$ cat config.mk
export PLATFORM = sky130hd
export DESIGN_NAME = i2c_role_ctrl
export DESIGN_NICKNAME = d
export VERILOG_FILES = /design/src/rtl/i2c_role_pkg.sv /design/src/rtl/i2c_role_first_byte.sv /design/src/rtl/i2c_role_mst_reg.sv /design/src/rtl/i2c_role_trx_reg.sv /design/src/rtl/i2c_role_ctrl.sv
export SDC_FILE = /design/constraint.sdc
export NUM_CORES = 1
export LEC_CHECK = 0
export ABC_AREA = 1
export BUFFER_PORTS_ARGS = -buffer_cell sky130_fd_sc_hd__buf_4
export CAP_MARGIN = 20
export CORE_AREA = 2 2 39 41
export CTS_CLUSTER_DIAMETER = 40
export DETAILED_ROUTE_END_ITERATION = 8
export DIE_AREA = 0 0 41 43
export PLACE_DENSITY = 0.57
export SYNTH_ARGS = -nofsm -noshare
export SYNTH_HDL_FRONTEND = slang
export SYNTH_HIERARCHICAL = 1
export SYNTH_SLANG_ARGS = --single-unit
export TNS_END_PERCENT = 20
$ cat constraint.sdc
create_clock -name clk_i -period 1.4 [get_ports clk_i]
set_input_delay 0.28 -clock clk_i [delete_from_list [all_inputs] [get_ports clk_i]]
set_output_delay 0.28 -clock clk_i [all_outputs]
set_load 0.02 [all_outputs]
$ cat src/rtl/i2c_role_pkg.sv
package i2c_role_pkg;
  localparam logic MST_RST = 1'b0;
  localparam logic TRX_RST = 1'b0;

  typedef struct packed {
    logic hw_clr;    // stop or arbitration loss
    logic byte_end;  // ack slot sampled
    logic ack_ok;    // ack level low
    logic dir;       // address-byte direction bit, 1 = read
  } role_evt_t;
endpackage

$ cat src/rtl/i2c_role_first_byte.sv
module i2c_role_first_byte
  import i2c_role_pkg::*;
(
  input  logic      clk_i,
  input  logic      rst_ni,
  input  logic      start_i,
  input  role_evt_t evt_i,
  output logic      first_o
);
  logic first_q;

  always_ff @(posedge clk_i or negedge rst_ni) begin
    if (!rst_ni)            first_q <= 1'b0;
    else if (evt_i.hw_clr)  first_q <= 1'b0;
    else if (start_i)       first_q <= 1'b1;
    else if (evt_i.byte_end) first_q <= 1'b0;
  end

  assign first_o = first_q;

  AST_FIRST_DROPS: assert property (@(posedge clk_i) disable iff (!rst_ni)
    (evt_i.byte_end && !start_i) |=> !first_o);
endmodule

$ cat src/rtl/i2c_role_mst_reg.sv
module i2c_role_mst_reg
  import i2c_role_pkg::*;
(
  input  logic      clk_i,
  input  logic      rst_ni,
  input  role_evt_t evt_i,
  input  logic      we_i,
  input  logic      wdata_i,
  output logic      mst_o,
  output logic      chg_o
);
  logic mst_q, mst_d, chg_q;

  always_comb begin
    mst_d = mst_q;
    if (evt_i.hw_clr) mst_d = 1'b0;
    else if (we_i)    mst_d = wdata_i;
  end

  always_ff @(posedge clk_i or negedge rst_ni) begin
    if (!rst_ni) begin
      mst_q <= MST_RST;
      chg_q <= 1'b0;
    end else begin
      mst_q <= mst_d;
      chg_q <= evt_i.hw_clr && mst_q;
    end
  end

  assign mst_o = mst_q;
  assign chg_o = chg_q;

  AST_MST_CLEAR: assert property (@(posedge clk_i) disable iff (!rst_ni)
    evt_i.hw_clr |=> !mst_o);
  AST_MST_WRITE: assert property (@(posedge clk_i) disable iff (!rst_ni)
    (we_i && !evt_i.hw_clr) |=> (mst_o == $past(wdata_i)));
  AST_MST_PULSE: assert property (@(posedge clk_i) disable iff (!rst_ni)
    chg_o |-> (!mst_o && $past(mst_o)));
endmodule

$ cat src/rtl/i2c_role_trx_reg.sv
module i2c_role_trx_reg
  import i2c_role_pkg::*;
(
  input  logic      clk_i,
  input  logic      rst_ni,
  input  role_evt_t evt_i,
  input  logic      first_i,
  input  logic      mst_i,
  input  logic      slv_sel_i,
  input  logic      we_i,
  input  logic      wdata_i,
  output logic      trx_o,
  output logic      chg_o
);
  logic trx_q, trx_d, chg_q, dir_upd, dir_val;

  // master flips the sense of the direction bit, slave follows it
  assign dir_upd = evt_i.byte_end && first_i && evt_i.ack_ok && (mst_i || slv_sel_i);
  assign dir_val = mst_i ? ~evt_i.dir : evt_i.dir;

  always_comb begin
    trx_d = trx_q;
    if (evt_i.hw_clr)  trx_d = 1'b0;
    else if (dir_upd)  trx_d = dir_val;
    else if (we_i)     trx_d = wdata_i;
  end

  always_ff @(posedge clk_i or negedge rst_ni) begin
    if (!rst_ni) begin
      trx_q <= TRX_RST;
      chg_q <= 1'b0;
    end else begin
      trx_q <= trx_d;
      chg_q <= (evt_i.hw_clr || dir_upd) && (trx_d != trx_q);
    end
  end

  assign trx_o = trx_q;
  assign chg_o = chg_q;

  AST_TRX_CLEAR: assert property (@(posedge clk_i) disable iff (!rst_ni)
    evt_i.hw_clr |=> !trx_o);
  AST_TRX_NACK_HOLD: assert property (@(posedge clk_i) disable iff (!rst_ni)
    (evt_i.byte_end && !evt_i.ack_ok && !evt_i.hw_clr && !we_i) |=> $stable(trx_o));
  AST_TRX_LATER_BYTE: assert property (@(posedge clk_i) disable iff (!rst_ni)
    (evt_i.byte_end && !first_i && !evt_i.hw_clr && !we_i) |=> $stable(trx_o));
  AST_TRX_NOSEL_HOLD: assert property (@(posedge clk_i) disable iff (!rst_ni)
    (!mst_i && !slv_sel_i && !evt_i.hw_clr && !we_i) |=> $stable(trx_o));
  AST_TRX_PULSE: assert property (@(posedge clk_i) disable iff (!rst_ni)
    chg_o |-> (trx_o != $past(trx_o)));
endmodule

$ cat src/rtl/i2c_role_ctrl.sv
module i2c_role_ctrl
  import i2c_role_pkg::*;
(
  input  logic clk_i,
  input  logic rst_ni,
  input  logic mst_we_i,
  input  logic mst_wdata_i,
  input  logic trx_we_i,
  input  logic trx_wdata_i,
  input  logic start_det_i,
  input  logic stop_det_i,
  input  logic arb_lost_i,
  input  logic ack_smp_i,
  input  logic ack_lvl_i,
  input  logic dir_bit_i,
  input  logic addr_match_i,
  input  logic gen_call_i,
  input  logic noack_mode_i,
  output logic mst_o,
  output logic trx_o,
  output logic mst_hw_chg_o,
  output logic trx_hw_chg_o
);
  role_evt_t evt;
  logic first_byte, slv_sel, mst_q;

  assign evt.hw_clr   = stop_det_i | arb_lost_i;
  assign evt.byte_end = ack_smp_i;
  assign evt.ack_ok   = ~ack_lvl_i;
  assign evt.dir      = dir_bit_i;
  assign slv_sel      = (addr_match_i | gen_call_i) & ~noack_mode_i;

  i2c_role_first_byte u_first (
    .clk_i   (clk_i),
    .rst_ni  (rst_ni),
    .start_i (start_det_i),
    .evt_i   (evt),
    .first_o (first_byte)
  );

  i2c_role_mst_reg u_mst (
    .clk_i   (clk_i),
    .rst_ni  (rst_ni),
    .evt_i   (evt),
    .we_i    (mst_we_i),
    .wdata_i (mst_wdata_i),
    .mst_o   (mst_q),
    .chg_o   (mst_hw_chg_o)
  );

  i2c_role_trx_reg u_trx (
    .clk_i     (clk_i),
    .rst_ni    (rst_ni),
    .evt_i     (evt),
    .first_i   (first_byte),
    .mst_i     (mst_q),
    .slv_sel_i (slv_sel),
    .we_i      (trx_we_i),
    .wdata_i   (trx_wdata_i),
    .trx_o     (trx_o),
    .chg_o     (trx_hw_chg_o)
  );

  assign mst_o = mst_q;

  AST_PULSES_ONE_CYCLE: assert property (@(posedge clk_i) disable iff (!rst_ni)
    (mst_hw_chg_o && !$past(stop_det_i || arb_lost_i)) |-> 1'b0);
endmodule

==> results of run 1 <==
metal layers:
| metal | part of all wire [%] | GRT usage (%) |
|---|---|---|
| met5 | 0 | 0 |
| met4 | 0 | 8.00 |
| met3 | 8.9 | 7.85 |
| met2 | 49 | 13.8 |
| met1 | 42 | 9.42 |
cell usage in the layout, fill, tap and decap left out, drive strengths merged:
cell / count
nand2: 21
buf: 18
inv: 12
nor2: 7
dfrtp: 5
clkbuf: 4
nand3: 4
o21ai: 2
or2: 1
dlygate4sd3: 1
a21oi: 1
final timing paths:
kind                                 start              end  slack, ns  depth (start not counted)
max                            u_mst/mst_o            mst_o       0.23                          1
min                            mst_wdata_i      u_mst/mst_o       0.27                          3
max reg2reg                    u_mst/mst_o      u_trx/chg_o       0.29                          7
min reg2reg                u_first/first_o  u_first/first_o       0.55                          2
max in group asynchronous           rst_ni      u_mst/chg_o       0.92                          2
min in group asynchronous           rst_ni      u_trx/trx_o       0.38                          2
power breakdown:
| group | switching [W] | leakage, nW | internal [W] |
|---|---|---|---|
| Sequential | 0.00000443 | 0.0677 | 0.000151 |
| Combinational | 0.0000412 | 0.240 | 0.0000468 |
| Clock | 0.0000564 | 0.0150 | 0.000108 |
sequential cells by signal, summed over array words and instances, names as in the netlist:
signal	flops
u_mst/chg_o	1
u_trx/chg_o	1
u_trx/trx_o	1
u_first/first_o	1
u_mst/mst_o	1
layout make-up:
| cell class | count | area share, % |
|---|---|---|
| tap | 16 | 3.82 |
| sequential | 5 | 23.9 |
| timing repair buffer | 19 | 27.7 |
| multi-input combinational | 36 | 31.0 |
| clock buffer | 4 | 5.01 |
| inverter | 12 | 8.59 |
per-stage QoR:
step / std cells / util, % / hold slack [ns] / setup WS [ns]
after floorplan: 53 / - / -0.0156 / 0.269
after global placement: 87 / 35.3 / 0.0857 / 0.235
after detailed placement: 87 / 35.3 / 0.0861 / 0.237
after CTS: 92 / 37.9 / 0.265 / 0.218
after global routing: 92 / 37.9 / 0.277 / 0.175
final: 92 / 37.9 / 0.273 / 0.233
cells by family (layout without fill, tap and decap cells):
logic type	count (synthesis)	in the layout	share of synthesized area, %
AOI/OAI and AO/OA	3	3	5.64
buffers and inverters	12	35	13.5
DFF	5	5	37.6
and+or+nand+nor	33	33	43.2
==> impl_results.md, run 1 <==
- # setup viols final: 0
- Total grt overflow: 0
- CORE AREA: 1380 µm²
- Num ports: 19
- Latest clock arrival within the worst-skew pair: 0.24 ns
- DP HPWL: between 500 and 600 µm
- First-pass GRT wire length: roughly 1.1 mm
- # clock sinks: 5
- DRT iter0 DRCs: 5
- Pwr Total: roughly 0.00041 W
- Initial Util: around 24%
- Clock Path Buffers: 2
- DRT Pass-1 Iters: 3
- Post-synth EDFFs: 0
- Port Buffers: 18
- Area of the multi-input gates: 163 µm²
- Outcome: finished clean
- Vias: between 300 and 400
- H-Tree Depth: 1
- Synthesis-to-finish area growth: 57.5%
- Post-place instance area: around 490 µm²
- Maxcap violations: 0
- Largest net degree at the start of global routing: 8
- Slowest CP cell: dfrtp_1
- # DRC: 0
- CP arrival: around 0.89 ns
- Clock transition at path regs: 0.04 ns
- Tmin final: between 1 and 1.5 ns
- PD cells: between 700 and 800 nW/µm²
- Wirelength, routed: 676 µm
- Top delay family on crit path: flip-flops
- Final Cycle Share: between 80% and 90%
- Share of cells above drive strength 1: a little over a third
- Post_cts resized: 0
- Final hold violation count: 0
- FF/Latch Area: ~130 µm²
- Worst-Margin Slew: about 0.23 ns
- Post-CTS setup buffers: 0
- GRT Overall Usage: a little over 10%
- Synth cell types: 11
- Largest cells by area after synthesis: dfrtp_1 38%, nand2_1 24%, inv_1 12%
- CP required: 1.12 ns
- Vias in the first global route: between 300 and 400
- Post-synth ARST share: 100%
- RSZ-0062 raised after global routing: false
- Syn nets: between 60 and 70
- DIE HEIGHT: approximately 43 µm
- Gpl congestion: between 0.6 and 0.7
- Sequential-to-total area share from yosys stat: 37.6%
- Worst path cell trace: buf_4
- Most common cell in the netlist: nand2_1
- Num CTS Buffers: 3
- Final Skew: a little under 0.0005 ns
- Setup TNS: 0 ns
- Pins Over Slew Limit: 0
- Crit end category: primary output
- WL per Instance: 7.35 µm
- Clock root buffer: clkbuf_4
- Crit-path max FO: 7
- Fillcell total: ~150
- Top_reg_cell synth: dfrtp_1
- Warnings from Yosys: 6
- Ant. Diodes: 0
- Synth cell count leaders: 21 x nand2_1, 11 x inv_1, 5 x dfrtp_1
- Max VDD drop: 0.366 mV
- FMAX: roughly 860 MHz
- Worst setup SP type: register
- CTS tree: done
- Post-synth top area share: approximately 38%
- Die Area: roughly 1800 µm²
- Post-Synthesis Cells: between 50 and 60
- Post-synthesis register bit count: 5
- Leakage: 0.323 nW
- Design Area, Final: around 520 µm²
- Via-per-instance ratio: between 4 and 5
- Rel. slew slack: a little over four fifths
- Kind of critical path: reg -> out
- Avg Cell Area, Syn: approximately 6.3 µm²
- Worst path max stage delay: around 0.46 ns
- Die X: roughly 40 µm
- Worst hold path class: in -> reg
- Post-DRT Antenna Nets: 0
- CP bufs+invs: 1
- Rows: 14
- Cts hold-fix bufs: 1
- Top cell type by total area after synthesis: dfrtp_1
- Post-Syn Area: between 300 and 400 µm²
- # nets final: about 90
- Initial antenna violation count: 0
Power figures use the tool's default switching activity.
==> run 2: changes to the inputs <==
--- a/config.mk
+++ b/config.mk
@@ -12,7 +12,7 @@
 export CTS_CLUSTER_DIAMETER = 40
 export DETAILED_ROUTE_END_ITERATION = 8
 export DIE_AREA = 0 0 41 43
-export PLACE_DENSITY = 0.57
+export PLACE_DENSITY = 0.59
 export SYNTH_ARGS = -nofsm -noshare
 export SYNTH_HDL_FRONTEND = slang
 export SYNTH_HIERARCHICAL = 1
==> constraint.sdc (replaced) <==
create_clock -name clk_i -period 1 [get_ports clk_i]
set_input_delay 0.2 -clock clk_i [delete_from_list [all_inputs] [get_ports clk_i]]
set_output_delay 0.2 -clock clk_i [all_outputs]
set_load 0.02 [all_outputs]
==> run 2 against run 1 <==
Net effect: the run now ends with negative setup slack left; global-route usage up 1.1 points; non-clock buffer count up 5; power up 48%; sequential power up 39%; core utilization up 4.6 points; clock power up 48%; largest cell class is now non-clock buffers; critical path depth up 1.
==> impl_results.md, run 2 (synthesized netlist as in run 1, its figures left out) <==
- Ant. Diodes: 0
- Leakage: roughly 0.35 nW
- Wirelength, routed: ~800 µm
- Initial antenna violation count: 0
- RSZ-0062 raised after global routing: true
- Tmin final: 1.11 ns
- First-pass GRT wire length: about 1.3 mm
- CTS tree: done
- # setup viols final: 4
- WL per Instance: around 8.2 µm
- Clock Path Buffers: 2
- Final Skew: between 0.002 and 0.0025 ns
- Num ports: 19
- Rel. slew slack: 87.6%
- GRT Overall Usage: 11.2%
- Maxcap violations: 0
- Slowest CP cell: dfrtp_2
- Synthesis-to-finish area growth: 76.7%
- Die X: 41 µm
- Worst setup SP type: register
- Clock transition at path regs: around 0.050 ns
- Final Cycle Share: 111%
- H-Tree Depth: 1
- Setup TNS: -0.312 ns
- Vias: ~400
- DIE HEIGHT: about 43 µm
- Violations in the final reports: negative setup slack
- DP HPWL: 634 µm
- Kind of critical path: reg -> out
- Area of the multi-input gates: about 180 µm²
- CP arrival: 0.91 ns
- Setup WS post-layout: -0.112 ns
- CP required: 0.80 ns
- Fillcell total: 148
- # clock sinks: 5
- Commonest non-fill, non-tap cells in the layout: 21 x buf_4, 20 x nand2_1, 10 x inv_1, 4 x nor2_1, 4 x dfrtp_1
- WHS: approximately 0.19 ns
- Crit-path max FO: 3
- Crit end category: primary output
- Worst hold path class: in -> reg
- Latest clock arrival within the worst-skew pair: 0.24 ns
- Num CTS Buffers: 3
- Final hold violation count: 0
- Top delay family on crit path: flip-flops
- Port Buffers: 18
- # nets final: a little under 100
- Most common cell after layout, fill and taps aside: buf_4
- Clock root buffer: clkbuf_4
- DRT Pass-1 Iters: 4
- Largest net degree at the start of global routing: 6
- # DRC: 0
- Share of cells above drive strength 1: between 40 and 50%
- Vias in the first global route: 375
- Pins Over Slew Limit: 0
- Layout Cells excl Fill: 97
- Worst-Margin Slew: 0.185 ns
- Dpl cells: 90
- Total grt overflow: 0
- Via-per-instance ratio: around 4
- Fin util: approximately 42%
- DRT iter0 DRCs: 7
- PD cells: between 1000 and 1500 nW/µm²
- Outcome: finished, violations left
- Initial Util: ~24%
- Die Area: ~1800 µm²
- CP bufs+invs: 2
- Worst path cell trace: buf_4, buf_6
- FMAX: around 900 MHz
- FF/Latch Area: between 100 and 150 µm²
- Rows: 14
- Max VDD drop: approximately 0.4 mV
- Post-DRT Antenna Nets: 0
- CORE AREA: approximately 1400 µm²
- Worst path max stage delay: 0.40 ns
- Pwr Total: 0.000604 W
- Gpl congestion: around 0.68
[run 2: changes by cell type in the layout (fill, tap and decap cells not counted), moves of 2 or more]
cell,previous run,this run
buf_4,18,21
buf_6,0,2
nor2_2,3,1
nor2_4,0,2
[run 2: tightest hold or removal path: cells and delay by family]
family                 cells  cell delay [ns]
buffers and inverters      1             0.07
and+or+nand+nor            2             0.12
[run 2: final timing paths]
path,slack (ns),startpoint,cells after the start,endpoint
worst max-delay path,-0.11,u_mst/mst_o,2,mst_o
worst min-delay path,0.19,mst_wdata_i,3,u_mst/mst_o
worst max register to register,-0.11,u_mst/mst_o,8,u_trx/chg_o
worst min register to register,0.56,u_first/first_o,2,u_first/first_o
max in group asynchronous,0.59,rst_ni,2,u_mst/mst_o
min in group asynchronous,0.29,rst_ni,2,u_first/first_o
[run 2: final cells by class]
class	instances	share of cell area (%)
Multi-Input combinational cell	36	30.6
Inverter	12	7.66
Sequential cell	5	21.5
Timing Repair Buffer	24	32.3
Clock buffer	4	4.47
Tap cell	16	3.40
[run 2: metal layers]
| layer | track usage, % | vias up | share of wire [%] |
|---|---|---|---|
| met4 | 10.0 | 0 | 0 |
| li1 | - | 210 | - |
| met2 | 17.8 | 11 | 59 |
| met3 | 1.57 | 0 | 3.9 |
| met5 | 0 | - | 0 |
| met1 | 11.8 | 178 | 37 |
[run 2: metrics by stage]
stage               worst slack, ns  cell area [µm²]
detailed placement           -0.114              517
global placement             -0.105              517
floorplan                   -0.0243              339
global route                 -0.171              588
finish                       -0.112              588
CTS                          -0.127              573
[run 2: where the power goes]
part	total (W)	switching [W]	internal, W
logic	0.000145	0.0000668	0.0000778
clock network	0.000242	0.0000904	0.000151
registers	0.000217	0.00000547	0.000212
total	0.000604	0.000163	0.000441
[run 2: what timing repair did]
item | in CTS | in global routing
resized for setup | 3 | 2
endpoints found under the setup margin | 3 | 4
pin swaps | 1 | 3
setup buffers | 1 | 1
hold endpoints to repair | 5 | 0
hold buffers | 1 | 0
==> run 3: changes to the inputs <==
--- a/config.mk
+++ b/config.mk
@@ -5,14 +5,14 @@
 export SDC_FILE = /design/constraint.sdc
 export NUM_CORES = 1
 export LEC_CHECK = 0
-export ABC_AREA = 1
 export BUFFER_PORTS_ARGS = -buffer_cell sky130_fd_sc_hd__buf_4
 export CAP_MARGIN = 20
 export CORE_AREA = 2 2 39 41
 export CTS_CLUSTER_DIAMETER = 40
 export DETAILED_ROUTE_END_ITERATION = 8
 export DIE_AREA = 0 0 41 43
-export PLACE_DENSITY = 0.59
+export PLACE_DENSITY = 0.52
+export SETUP_SLACK_MARGIN = 0.15
 export SYNTH_ARGS = -nofsm -noshare
 export SYNTH_HDL_FRONTEND = slang
 export SYNTH_HIERARCHICAL = 1
==> run 3 against run 2 <==
Net effect: the run still ends with negative setup slack left; via count fell by 36%; combinational power fell by 19%; power fell by 7.1%; synthesized cell count fell by 57%; synthesized area fell by 26%; sequential share of layout area rose by 2.5 points; clock power fell by 7%; critical path type unchanged; critical endpoint unchanged; largest cell class unchanged; largest power group unchanged.
==> impl_results.md, run 3 <==
- Clock transition at path regs: around 0.04 ns
- First-pass GRT wire length: about 900 µm
- Num ports: 19
- Initial Util: ~18%
- Worst setup SP type: register
- Rows: 14
- Via-per-instance ratio: 3.89
- Pins Over Slew Limit: 0
- Post-Syn Area: 245 µm²
- Leakage: roughly 0.26 nW
- Vias in the first global route: around 240
- Tmin final: approximately 1.1 ns
- Area of the multi-input gates: approximately 150 µm²
- Most common cell in the netlist: dfrtp_1
- Warnings from Yosys: 6
- Crit-path max FO: 3
- H-Tree Depth: 1
- PD cells: ~1100 nW/µm²
- DRT iter0 DRCs: 6
- CTS tree: done
- Syn nets: 38
- Rel. slew slack: just under 90%
- Max VDD drop: ~0.42 mV
- Final Skew: between 0.0009 and 0.001 ns
- FF/Latch Area: between 100 and 150 µm²
- Pwr Total: approximately 0.00056 W
- WL per Instance: a little under 9 µm
- Sequential-to-total area share from yosys stat: between 50% and 60%
- Post-synth ARST share: 100%
- # clock sinks: 5
- Clock root buffer: clkbuf_4
- Largest cells by area after synthesis: dfrtp_1 51%, mux2i_1 12%, nor2_1 4.6%
- Outcome: finished, violations left
- Clock Path Buffers: 2
- # setup viols final: 4
- Synth cell count leaders: 5 x dfrtp_1, 3 x mux2i_1, 3 x nor2_1
- # nets final: 66
- RSZ-0062 raised after global routing: true
- Post-synth top area share: 51.0%
- Top cell type by total area after synthesis: dfrtp_1
- Synth cell types: 14
- DRT Pass-1 Iters: 2
- Share of cells above drive strength 1: 60.0%
- Pre-CTS setup slack: -0.0636 ns
- Worst-Margin Slew: roughly 0.20 ns
- Post-Synthesis Cells: 23
- Gpl congestion: around 0.66
- Synthesis-to-finish area growth: 115%
- Fillcell total: between 100 and 150
- Total grt overflow: 0
- CORE AREA: approximately 1400 µm²
- Post-synthesis register bit count: 5
- Setup WS post-layout: -0.113 ns
- Wirelength, routed: around 590 µm
- GRT Overall Usage: 8.18%
- Largest net degree at the start of global routing: 7
- Crit end category: primary output
- CP arrival: 0.91 ns
- Vias: ~260
- FMAX: about 900 MHz
- Port Buffers: 18
- Top_reg_cell synth: dfrtp_1
- Die Area: between 1500 and 2000 µm²
- DIE HEIGHT: 43 µm
- Final Cycle Share: 111%
- Maxcap violations: 0
- Worst hold path class: in -> reg
- Num CTS Buffers: 3
- Latest clock arrival within the worst-skew pair: roughly 0.24 ns
- # DRC: 0
- Violations in the final reports: negative setup slack
- Ant. Diodes: 0
- Most common cell after layout, fill and taps aside: buf_4
- Final hold violation count: 0
- CP required: roughly 0.80 ns
- DP HPWL: 453 µm
- Kind of critical path: reg -> out
- Initial antenna violation count: 0
- Commonest non-fill, non-tap cells in the layout: 16 x buf_4, 6 x buf_6, 4 x dfrtp_1
- WHS: between 0.15 and 0.2 ns
- Die X: around 41 µm
- Post-DRT Antenna Nets: 0
- Post-synth EDFFs: 0
- Avg Cell Area, Syn: between 10 and 15 µm²
==> run 3: cell types whose count changed in the layout (fill, tap and decap cells not counted), moves of 3 or more <==
cell | previous run | this run
inv_1 | 10 | 2
nand2_1 | 20 | 1
mux2i_1 | 0 | 3
buf_4 | 21 | 16
buf_6 | 2 | 6
==> run 3: critical path: stages (launching register included) <==
cell and delay, ns:
dfrtp_2 0.42, buf_4 0.14, buf_6 0.12
==> run 3: layout make-up <==
type / instances / area share [%]
multi-input cells: 16 / 28.3
clock buffers: 4 / 4.99
inverters: 2 / 1.43
flip-flops and latches: 5 / 24.0
repair buffers: 23 / 37.5
well taps: 16 / 3.80
==> run 3: power breakdown <==
| group | switching [W] | internal (W) | total (W) | leakage (nW) |
|---|---|---|---|---|
| Sequential | 0.00000625 | 0.000210 | 0.000216 | 0.0667 |
| Combinational | 0.0000438 | 0.0000744 | 0.000118 | 0.174 |
| Clock | 0.0000759 | 0.000150 | 0.000226 | 0.0150 |
| Total | 0.000126 | 0.000435 | 0.000561 | 0.255 |
==> run 3: kinds of logic after synthesis <==
group	synth area share, %
compound gates	16.3
xor+xnor	3.57
mux	12.2
flops	51.0
simple gates	13.8
buf+inv	3.06
==> run 3: metrics by stage <==
stage	instance area, µm²	TNS (ns)	std cells	util, %
floorplan	260	-0.0121	23	-
global placement	430	-0.0598	59	31.1
detailed placement	430	-0.0719	59	31.1
CTS	512	-0.373	66	37.0
global route	527	-0.476	66	38.1
finish	527	-0.315	66	38.1
==> run 3: per-layer routing <==
| metal | track usage (%) | share of wire [%] | routed length [µm] |
|---|---|---|---|
| met3 | 4.71 | 9.2 | 54 |
| met2 | 11.3 | 51 | 302 |
| met1 | 8.85 | 39 | 232 |
| met5 | 0 | 0 | 0 |
| met4 | 6.00 | 0 | 0 |
==> run 3: what timing repair did <==
item | 4_1_cts | 5_1_grt
hold buffers | 1 | 0
pin swaps | 2 | 6
endpoints found under the setup margin | 6 | 7
setup buffers | 2 | 0
gates resized for setup | 6 | 2
endpoints found under the hold margin | 5 | 0
==> run 3: worst paths after layout <==
| check | start | to | slack, ns | depth (start not counted) |
|---|---|---|---|---|
| max | u_mst/mst_o | mst_o | -0.11 | 2 |
| min | start_det_i | u_first/first_o | 0.20 | 3 |
| max reg2reg | u_mst/mst_o | u_trx/trx_o | -0.10 | 4 |
| min reg2reg | u_trx/trx_o | u_trx/chg_o | 0.60 | 2 |
| max in group asynchronous | rst_ni | u_mst/mst_o | 0.58 | 2 |
| min in group asynchronous | rst_ni | u_first/first_o | 0.30 | 2 |
